File: config.mk
export PLATFORM = sky130hd
export DESIGN_NAME = tl_req_monitor
export DESIGN_NICKNAME = d
export VERILOG_FILES = /design/src/rtl/tl_mon_pkg.sv /design/src/rtl/tl_param_check.sv /design/src/rtl/tl_burst_track.sv /design/src/rtl/tl_err_collect.sv /design/src/rtl/tl_req_monitor.sv
export SDC_FILE = /design/constraint.sdc
export NUM_CORES = 1
export LEC_CHECK = 0
export BUFFER_PORTS_ARGS = -buffer_cell sky130_fd_sc_hd__buf_2
export CORE_ASPECT_RATIO = 1.1
export CORE_UTILIZATION = 59
export DETAILED_ROUTE_END_ITERATION = 10
export MAX_ROUTING_LAYER = met4
export PLACE_DENSITY = 0.85
export SETUP_SLACK_MARGIN = 0.1
export SLEW_MARGIN = 20
export SYNTH_ARGS = -nofsm -noshare
export SYNTH_HDL_FRONTEND = slang
export SYNTH_HIERARCHICAL = 1
export SYNTH_SLANG_ARGS = --single-unit
File: constraint.sdc
create_clock -name clk_i -period 3.05 [get_ports clk_i]
set_clock_uncertainty 0.05 [all_clocks]
set_input_delay 0.61 -clock clk_i [delete_from_list [all_inputs] [get_ports clk_i]]
set_output_delay 0.61 -clock clk_i [all_outputs]
set_load 0.03 [all_outputs]
File: src/rtl/tl_mon_pkg.sv
package tl_mon_pkg;
  typedef enum logic [2:0] {
    OP_PUT_FULL = 3'd0,
    OP_PUT_PART = 3'd1,
    OP_ARITH    = 3'd2,
    OP_LOGIC    = 3'd3,
    OP_GET      = 3'd4,
    OP_HINT     = 3'd5,
    OP_ACQ_BLK  = 3'd6,
    OP_ACQ_PERM = 3'd7
  } a_op_e;

  localparam int unsigned ERR_W     = 4;
  localparam int unsigned ERR_PARAM = 0;
  localparam int unsigned ERR_OPC   = 1;
  localparam int unsigned ERR_MASK  = 2;
  localparam int unsigned ERR_HDR   = 3;

  // opcodes 0..3 carry data on the request channel
  function automatic logic op_has_data(logic [2:0] op);
    return ~op[2];
  endfunction
endpackage

File: src/rtl/tl_param_check.sv
module tl_param_check
  import tl_mon_pkg::*;
(
  input  logic [2:0] op_i,
  input  logic [2:0] param_i,
  input  logic       coh_en_i,
  output logic       param_bad_o,
  output logic       opc_bad_o
);
  always_comb begin
    param_bad_o = 1'b0;
    opc_bad_o   = 1'b0;
    unique case (a_op_e'(op_i))
      OP_PUT_FULL, OP_PUT_PART, OP_GET: param_bad_o = (param_i != 3'd0);
      OP_ARITH:                         param_bad_o = (param_i > 3'd4);
      OP_LOGIC:                         param_bad_o = (param_i > 3'd3);
      OP_HINT:                          param_bad_o = (param_i > 3'd1);
      OP_ACQ_BLK, OP_ACQ_PERM: begin
        param_bad_o = (param_i > 3'd2);
        opc_bad_o   = ~coh_en_i;
      end
      default: ;
    endcase
  end
endmodule

File: src/rtl/tl_burst_track.sv
module tl_burst_track
  import tl_mon_pkg::*;
#(
  parameter int unsigned SIZE_W   = 3,
  parameter int unsigned SRC_W    = 4,
  parameter int unsigned ADDR_W   = 16,
  parameter int unsigned BYTE_OFF = 2
) (
  input  logic              clk_i,
  input  logic              rst_ni,
  input  logic              fire_i,
  input  logic [2:0]        op_i,
  input  logic [2:0]        param_i,
  input  logic [SIZE_W-1:0] size_i,
  input  logic [SRC_W-1:0]  src_i,
  input  logic [ADDR_W-1:0] addr_i,
  output logic              hdr_bad_o
);
  localparam int unsigned SPAN_W = 1 << SIZE_W;
  localparam int unsigned HDR_W  = 6 + SIZE_W + SRC_W + ADDR_W;

  logic [SPAN_W-1:0] span_m1, beats_m1, left_q;
  logic [HDR_W-1:0]  hdr_cur, hdr_q;
  logic              mid_q;

  assign hdr_cur  = {op_i, param_i, size_i, src_i, addr_i};
  assign span_m1  = (SPAN_W'(1) << size_i) - SPAN_W'(1);
  assign beats_m1 = op_has_data(op_i) ? (span_m1 >> BYTE_OFF) : '0;

  assign hdr_bad_o = fire_i && mid_q && (hdr_cur != hdr_q);

  always_ff @(posedge clk_i or negedge rst_ni) begin
    if (!rst_ni) begin
      mid_q  <= 1'b0;
      left_q <= '0;
      hdr_q  <= '0;
    end else if (fire_i) begin
      if (!mid_q) begin
        if (beats_m1 != '0) begin
          mid_q  <= 1'b1;
          left_q <= beats_m1;
          hdr_q  <= hdr_cur;
        end
      end else begin
        left_q <= left_q - SPAN_W'(1);
        if (left_q == SPAN_W'(1)) mid_q <= 1'b0;
      end
    end
  end
endmodule

File: src/rtl/tl_err_collect.sv
module tl_err_collect #(
  parameter int unsigned ERR_W = 4
) (
  input  logic             clk_i,
  input  logic             rst_ni,
  input  logic [ERR_W-1:0] err_now_i,
  output logic [ERR_W-1:0] sticky_o,
  output logic             pulse_o
);
  always_ff @(posedge clk_i or negedge rst_ni) begin
    if (!rst_ni) begin
      sticky_o <= '0;
      pulse_o  <= 1'b0;
    end else begin
      sticky_o <= sticky_o | err_now_i;
      pulse_o  <= |err_now_i;
    end
  end
endmodule

File: src/rtl/tl_req_monitor.sv
module tl_req_monitor
  import tl_mon_pkg::*;
#(
  parameter int unsigned DATA_W = 32,
  parameter int unsigned SIZE_W = 3,
  parameter int unsigned SRC_W  = 4,
  parameter int unsigned ADDR_W = 16
) (
  input  logic                clk_i,
  input  logic                rst_ni,
  input  logic                coh_en_i,
  input  logic                a_valid_i,
  input  logic                a_ready_i,
  input  logic [2:0]          a_opcode_i,
  input  logic [2:0]          a_param_i,
  input  logic [SIZE_W-1:0]   a_size_i,
  input  logic [SRC_W-1:0]    a_source_i,
  input  logic [ADDR_W-1:0]   a_address_i,
  input  logic [DATA_W/8-1:0] a_mask_i,
  output logic                err_pulse_o,
  output logic [ERR_W-1:0]    err_sticky_o
);
  localparam int unsigned BYTES    = DATA_W / 8;
  localparam int unsigned BYTE_OFF = $clog2(BYTES);

  logic fire, param_bad, opc_bad, hdr_bad, mask_bad;
  logic [ERR_W-1:0] err_now;

  assign fire     = a_valid_i & a_ready_i;
  assign mask_bad = op_has_data(a_opcode_i) && (a_mask_i == '0);

  tl_param_check u_param (
    .op_i        (a_opcode_i),
    .param_i     (a_param_i),
    .coh_en_i    (coh_en_i),
    .param_bad_o (param_bad),
    .opc_bad_o   (opc_bad)
  );

  tl_burst_track #(
    .SIZE_W   (SIZE_W),
    .SRC_W    (SRC_W),
    .ADDR_W   (ADDR_W),
    .BYTE_OFF (BYTE_OFF)
  ) u_burst (
    .clk_i     (clk_i),
    .rst_ni    (rst_ni),
    .fire_i    (fire),
    .op_i      (a_opcode_i),
    .param_i   (a_param_i),
    .size_i    (a_size_i),
    .src_i     (a_source_i),
    .addr_i    (a_address_i),
    .hdr_bad_o (hdr_bad)
  );

  always_comb begin
    err_now            = '0;
    err_now[ERR_PARAM] = fire & param_bad;
    err_now[ERR_OPC]   = fire & opc_bad;
    err_now[ERR_MASK]  = fire & mask_bad;
    err_now[ERR_HDR]   = hdr_bad;
  end

  tl_err_collect #(.ERR_W(ERR_W)) u_err (
    .clk_i     (clk_i),
    .rst_ni    (rst_ni),
    .err_now_i (err_now),
    .sticky_o  (err_sticky_o),
    .pulse_o   (err_pulse_o)
  );
endmodule

==> metrics.yaml, run 1 <==
placed_design:
  portBuffers: 42
  place_congestion: 0.872
  dp_hpwl_microns: 3290
clocking:
  cts_buffer_depth: 2
  insertion_delay_ns: 0.35
  clkSinkCount: 43
  cts_resized: 0
  cts_buffers: 5
  h-tree-depth: 2
  cts_tree: "done"
  clk_pin_slew_ns: 0.12
  clockRootBuffer: "clkbuf_4"
  post-cts-setup-buffers: 0
  hold_buffers: 0
detailed_routing:
  drt-met1-wl_microns: 1700
  met2RoutedLength_microns: 2220
  wl_microns: 4210
  antenna_left: 0
  drt_pass1_iterations: 4
  vias: 1543
  via_per_inst: 5.69
  drtIter0Drc: 101
  routedWlPerCell_microns: 15.5
  top_layer_used: "met4"
  route.met3.wl_microns: 158
  drcViolationCount: 0
run_status:
  status: "completed"
global_routing:
  antenna_found_initial: 0
  grt_pass1_wl_microns: 7340
  track_usage_pct: 25.8
  overflow: 0
  grt_max_degree: 44
  grt_pass1_vias: 1666
setup_path:
  crit_path_cell_trace: "xnor2_1 > nand4_1 > nor4_1 > a21oi_1 > or4_1"
  worst_setup_path_end_kind: "flop"
  crit_slowest_cell: "or4_1"
  cpPeakStageDelay_ns: 0.51
  crit_required_ns: 3.23
  critPathArrivalTime_ns: 2.10
  critPathKind: "reg -> reg"
  critPathMaxFanout: 2
  startpoint_type: "flop"
floorplanning:
  die_h_microns: 65.9
  rows: 22
  die_w_microns: 60.1
  fp.coreArea_sq_um: 3440
  start_util_pct: 63.7
  fp.dieArea_sq_um: 3960
  io_pins: 43
logic_synthesis:
  ys_async_sr_fraction_pct: 100
  synth_cell_types: 39
  avgSynthCellArea_sq_um: 12.3
  ys_warn_count: 6
  yosysSeqAreaShare_pct: 49.1
  synthCells: 178
  synth_fp_nets: 218
  syn_area_sq_um: 2190
  synth-seq-cells: 43
  ys.flop_type: "dfrtp_1"
  synth_edf_count: 0
sta:
  finalCritPeriodShare_pct: 62.8
  fin_crit_ns: 1.91
  finalHoldViolations: 0
  fin_tns_setup_ns: 0
  fmax_ghz: 0.522
  setup_violations: 0
  maxSlewViolCount: 0
  slew_headroom_pct: 38.5
  rsz0062_at_grt: "no"
  tightest_slew_ns: 0.922
pwr:
  vdd_ir_drop_max_v: 0.000415
  p_per_area_nw_per_um2: 590
  fin_total_pwr_uw: 1460
  power_leakage_uw: 0.00116
run:
  max_cap_violations: 0
worst_hold_path:
  hold_class: "in -> async"
final_layout:
  multi_input_area_sq_um: 1070
  regArea_sq_um: 1080
  filler_cell_count: 249
  area_growth_pct: 13.1
  antenna_cells: 0
  nNetsFinal: 263
  drive_gt1_share_pct: 39.9
## final timing paths
kind                                    from                 to  slack (ns)  depth (start not counted)
min in group clk_i         u_burst/left_q[6]  u_burst/left_q[6]        0.43                          1
min reg2reg                u_burst/left_q[6]  u_burst/left_q[6]        0.43                          1
min                                   rst_ni  u_err/sticky_o[1]        0.33                          1
max                         u_burst/hdr_q[0]      u_err/pulse_o        1.14                          5
max reg2reg                 u_burst/hdr_q[0]      u_err/pulse_o        1.14                          5
max in group asynchronous             rst_ni   u_burst/hdr_q[7]        2.05                          1
## logic make-up (layout without fill, tap and decap cells)
group           count (synthesis)  count (layout)  share of synthesized area (%)
buf+inv                         7              52                           2.28
simple gates                   49              49                           14.5
xor+xnor                       29              29                           11.6
mux                            31              31                           16.0
fa+ha+maj                       2               2                           1.14
flops                          43              43                           49.1
compound gates                 17              17                           5.42
## worst max-delay path: cells and delay by family (launching register included)
family / cells / cell delay [ns]
AOI/OAI and AO/OA: 1 / 0.14
xor gates and xnor gates: 1 / 0.18
DFF: 1 / 0.41
and+or+nand+nor: 3 / 1.03
## synthesized netlist by cell type, types with 2 or more instances
| library cell | instances | area, sq um |
|---|---|---|
| a21oi_1 | 2 | 10.0 |
| a221o_1 | 3 | 30.0 |
| and3_1 | 3 | 18.8 |
| and3_2 | 2 | 15.0 |
| buf_6 | 3 | 33.8 |
| dfrtp_1 | 43 | 1080 |
| ha_1 | 2 | 25.0 |
| inv_1 | 3 | 11.3 |
| mux2_2 | 27 | 304 |
| mux2i_1 | 2 | 20.0 |
| nand2_1 | 9 | 33.8 |
| nand3_1 | 5 | 25.0 |
| nand4_1 | 7 | 43.8 |
| nor2_1 | 3 | 11.3 |
| nor4_1 | 3 | 18.8 |
| o21ai_0 | 5 | 25.0 |
| o21ai_1 | 2 | 10.0 |
| or2_2 | 4 | 25.0 |
| or4b_1 | 2 | 20.0 |
| xnor2_1 | 29 | 254 |
## state kept, by name, summed over array words and instances, names as in the netlist
name / cells
u_err/pulse_o: 1
u_burst/hdr_q: 29
u_err/sticky_o: 4
u_burst/mid_q: 1
u_burst/left_q: 8
## cell usage in the layout, fill, tap and decap left out, drive strengths merged, types with 2 or more instances in the layout
cell	netlist	final
nor3	2	2
mux2i	2	2
mux2	29	29
nand4	7	7
nand2	9	9
o21ai	7	7
inv	3	3
nor2	4	4
and3	5	5
and2	2	2
nand3	5	5
buf	4	42
or2	4	4
nor4	3	3
xnor2	29	29
or4b	2	2
a21oi	2	2
clkbuf	0	6
a221o	3	3
ha	2	2
dfrtp	43	43
## through the flow
| stage | instances | util, % | hold WS [ns] | setup WS, ns | area (sq um) |
|---|---|---|---|---|---|
| floorplan | 178 | - | 0.264 | 1.19 | 2190 |
| global placement | 264 | 70.4 | 0.400 | 0.799 | 2420 |
| detailed placement | 264 | 70.4 | 0.405 | 0.784 | 2420 |
| CTS | 271 | 72.1 | 0.369 | 1.12 | 2480 |
| global route | 271 | 72.1 | 0.398 | 1.03 | 2480 |
| finish | 271 | 72.1 | 0.331 | 1.14 | 2480 |
## report_power, final
part | internal [uW] | switching, uW | leakage [uW] | total (uW)
registers | 693 | 106 | 0.000539 | 799
logic | 221 | 166 | 0.000588 | 387
clock network | 107 | 170 | 0.0000341 | 277
total | 1020 | 442 | 0.00116 | 1460
## area by class of cell
cell class              count  area share, %
clock inverters             1          0.202
multi-input cells         128           43.0
flip-flops and latches     43           43.4
inverters                   3          0.454
repair buffers             42           8.48
well taps                  48           2.42
clock buffers               6           2.07
## routing by layer
layer | global-route usage, % | vias to the layer above
li1 | - | 729
met1 | 30.1 | 745
met2 | 43.3 | 53
met3 | 4.31 | 16
met4 | 11.3 | 0
met5 | - | -
(Power assumes the default switching activity.)
==> run 2: changes to the inputs <==
--- a/config.mk
+++ b/config.mk
@@ -7,10 +7,10 @@
 export LEC_CHECK = 0
 export BUFFER_PORTS_ARGS = -buffer_cell sky130_fd_sc_hd__buf_2
 export CORE_ASPECT_RATIO = 1.1
-export CORE_UTILIZATION = 59
+export CORE_UTILIZATION = 54
 export DETAILED_ROUTE_END_ITERATION = 10
 export MAX_ROUTING_LAYER = met4
-export PLACE_DENSITY = 0.85
+export PLACE_DENSITY = 0.78
 export SETUP_SLACK_MARGIN = 0.1
 export SLEW_MARGIN = 20
 export SYNTH_ARGS = -nofsm -noshare
==> constraint.sdc (replaced) <==
create_clock -name clk_i -period 1.85 [get_ports clk_i]
set_clock_uncertainty 0.05 [all_clocks]
set_input_delay 0.37 -clock clk_i [delete_from_list [all_inputs] [get_ports clk_i]]
set_output_delay 0.37 -clock clk_i [all_outputs]
set_load 0.03 [all_outputs]
==> run 2 against run 1 <==
Net effect:
- the run now ends with hold timing, setup timing left
- global-route usage fell by 3.0 points
- sequential share of layout area fell by 3.6 points
- flip-flop and latch count did not move
- register-to-register slack got worse by 1.2 ns
- via count fell by 0.97%
- largest power group unchanged
- highest routed layer unchanged
==> metrics.yaml, run 2 (synthesis gave the netlist of run 1 again) <==
run_status:
  status: "finished, violations left"
  violations: "hold timing, setup timing"
detailed_routing:
  drcViolationCount: 0  # unchanged
  antenna_left: 0  # unchanged
  routedWlPerCell_microns: 15.4  # -0.76%
  via_per_inst: 5.34  # -6.2%
  vias: 1528  # -0.97%
  drtIter0Drc: 44  # -56%
  wl_microns: 4410  # +4.7%
  drt_pass1_iterations: 4  # unchanged
sta:
  rsz0062_at_grt: "yes"
  finalCritPeriodShare_pct: 102  # +39 points
  slew_headroom_pct: 65.7  # +27 points
  hold_slack_ns: -0.00704  # -0.338 ns
  tightest_slew_ns: 0.515  # -0.407 ns
  maxSlewViolCount: 0  # unchanged
  setup_violations: 1  # +1
  fin_crit_ns: 1.88  # -0.0328 ns
  finalHoldViolations: 20  # +20
  setup_slack_ns: -0.0317  # -1.17 ns
  fmax_ghz: 0.531  # +1.7%
clocking:
  clockRootBuffer: "clkbuf_8"
  hold_buffers: 0  # unchanged
  clk_pin_slew_ns: 0.08  # -0.04 ns
  cts_tree: "done"
  insertion_delay_ns: 0.29  # -0.06 ns
  clkSinkCount: 43  # unchanged
  h-tree-depth: 2  # unchanged
  cts_buffers: 5  # unchanged
  cts_buffer_depth: 2  # unchanged
final_layout:
  largest_register_ff_count: 29  # unchanged
  antenna_cells: 0  # unchanged
  drive_gt1_share_pct: 45.3  # +5.4 points
  nNetsFinal: 275  # +4.6%
  final_cell_mix: "43 x dfrtp_1, 42 x buf_2, 28 x xnor2_1"
  largest_register: "u_burst/hdr_q"
  layout_commonest_cell: "dfrtp_1"
  area_growth_pct: 23.2
  final_cell_area_sq_um: 2700  # +8.9%
  final_util_pct: 71.7  # -0.42 points
  reg_top3: "u_burst/hdr_q (29), u_burst/left_q (8), u_err/sticky_o (4)"
worst_hold_path:
  hold_class: "in -> async"
pwr:
  power_frac_seq_pct: 47.4  # -7.2 points
  switching_power_uw: 774  # +75%
  pwr-share-clk_pct: 27.1  # +8.1 points
  p_per_area_nw_per_um2: 1020  # +73%
  pwr-share-comb_pct: 25.5  # -1.0 points
  switching_share_pct: 28.1  # -2.2 points
  cell_internal_pwr_uw: 1980  # +94%
  vdd_ir_drop_max_v: 0.000642  # +55%
  fin_total_pwr_uw: 2760  # +89%
  power_leakage_uw: 0.00129  # +11%
run:
  max_cap_violations: 0  # unchanged
placed_design:
  dp_slack_ns: -0.205  # -0.989 ns
  place_congestion: 0.895  # +2.6%
  place_area_sq_um: 2530  # +4.2%
  portBuffers: 42  # unchanged
  dp_hpwl_microns: 3250  # -1.2%
global_routing:
  grt_pass1_wl_microns: 7040  # -4.0%
  grt_max_degree: 29  # -34%
  antenna_found_initial: 0  # unchanged
  overflow: 0  # unchanged
  grt_pass1_vias: 1562  # -6.2%
  track_usage_pct: 22.8  # -3.0 points
setup_path:
  worst_setup_path_end_kind: "flop"
  startpoint_type: "flop"
  critPathArrivalTime_ns: 2.00  # -0.10 ns
  crit_required_ns: 1.97  # -1.26 ns
  critPathMaxFanout: 2  # unchanged
  critPathKind: "reg -> reg"
floorplanning:
  fp.coreArea_sq_um: 3770  # +9.6%
  die_h_microns: 68.8  # +4.4%
  rows: 23  # +4.5%
  start_util_pct: 58.1  # -5.6 points
  fp.dieArea_sq_um: 4320  # +9.0%
  io_pins: 43  # unchanged
  die_w_microns: 62.8  # +4.4%
==> run 2: changes by cell type in the layout (fill, tap and decap cells not counted), moves of 2 or more <==
cell,change
buf_4,+10
clkbuf_8,+5
clkbuf_4,-5
buf_12,+2
nor4_1,-2
==> run 2: power groups by stage <==
stage	Sequential [uW]	Clock, uW	Combinational (uW)
floorplan	1310	0	441
global placement	1300	0	626
detailed placement	1330	0	656
CTS	1310	766	662
global route	1340	796	775
finish	1310	748	703
==> run 2: final cells by class <==
| cell class | instances | area (sq um) |
|---|---|---|
| inverter | 3 | 11.3 |
| sequential | 43 | 1080 |
| clock inverter | 2 | 35.0 |
| tap | 50 | 62.6 |
| fill | 289 | 1070 |
| multi-input combinational | 128 | 1110 |
| timing repair buffer | 54 | 325 |
| clock buffer | 6 | 82.6 |
==> run 2: final timing paths <==
kind,start,endpoint,slack [ns],depth (start not counted)
max,u_burst/hdr_q[7],u_err/pulse_o,-0.03,5
min,rst_ni,u_burst/hdr_q[25],-0.007,1
max reg2reg,u_burst/hdr_q[7],u_err/pulse_o,-0.03,5
min reg2reg,u_err/sticky_o[1],u_err/sticky_o[1],0.42,1
max in group asynchronous,rst_ni,u_burst/hdr_q[21],1.27,2
min in group clk_i,a_source_i[3],u_burst/hdr_q[19],0.27,2
==> run 2: per-stage QoR <==
| step | hold WS, ns | cells | setup TNS, ns |
|---|---|---|---|
| floorplan | 0.0244 | 178 | 0 |
| global placement | 0.307 | 276 | -0.178 |
| detailed placement | 0.329 | 276 | -0.205 |
| CTS | 0.00610 | 284 | 0 |
| global route | 0.0245 | 286 | -0.117 |
| finish | -0.00704 | 286 | -0.0317 |
==> run 2: what timing repair did <==
action	in CTS	in global routing
hold endpoints to repair	0	0
pin swaps	5	5
gates resized for setup	1	6
setup endpoints to repair	1	3
cloned	0	0
buffers inserted	0	2
==> run 2: per-layer routing <==
metal / wire length, microns / up-vias / global-route usage (%)
li1: - / 753 / -
met1: 1830 / 740 / 24.5
met2: 2390 / 31 / 40.9
met3: 142 / 4 / 5.76
met4: 45 / 0 / 9.30
met5: 0 / - / -
==> run 2: critical path: stages (launching register included) <==
cell and delay, ns:
dfrtp_1 0.43, xnor2_2 0.15, nand4_1 0.17, nor4_4 0.41
a21oi_2 0.09, or4_1 0.46
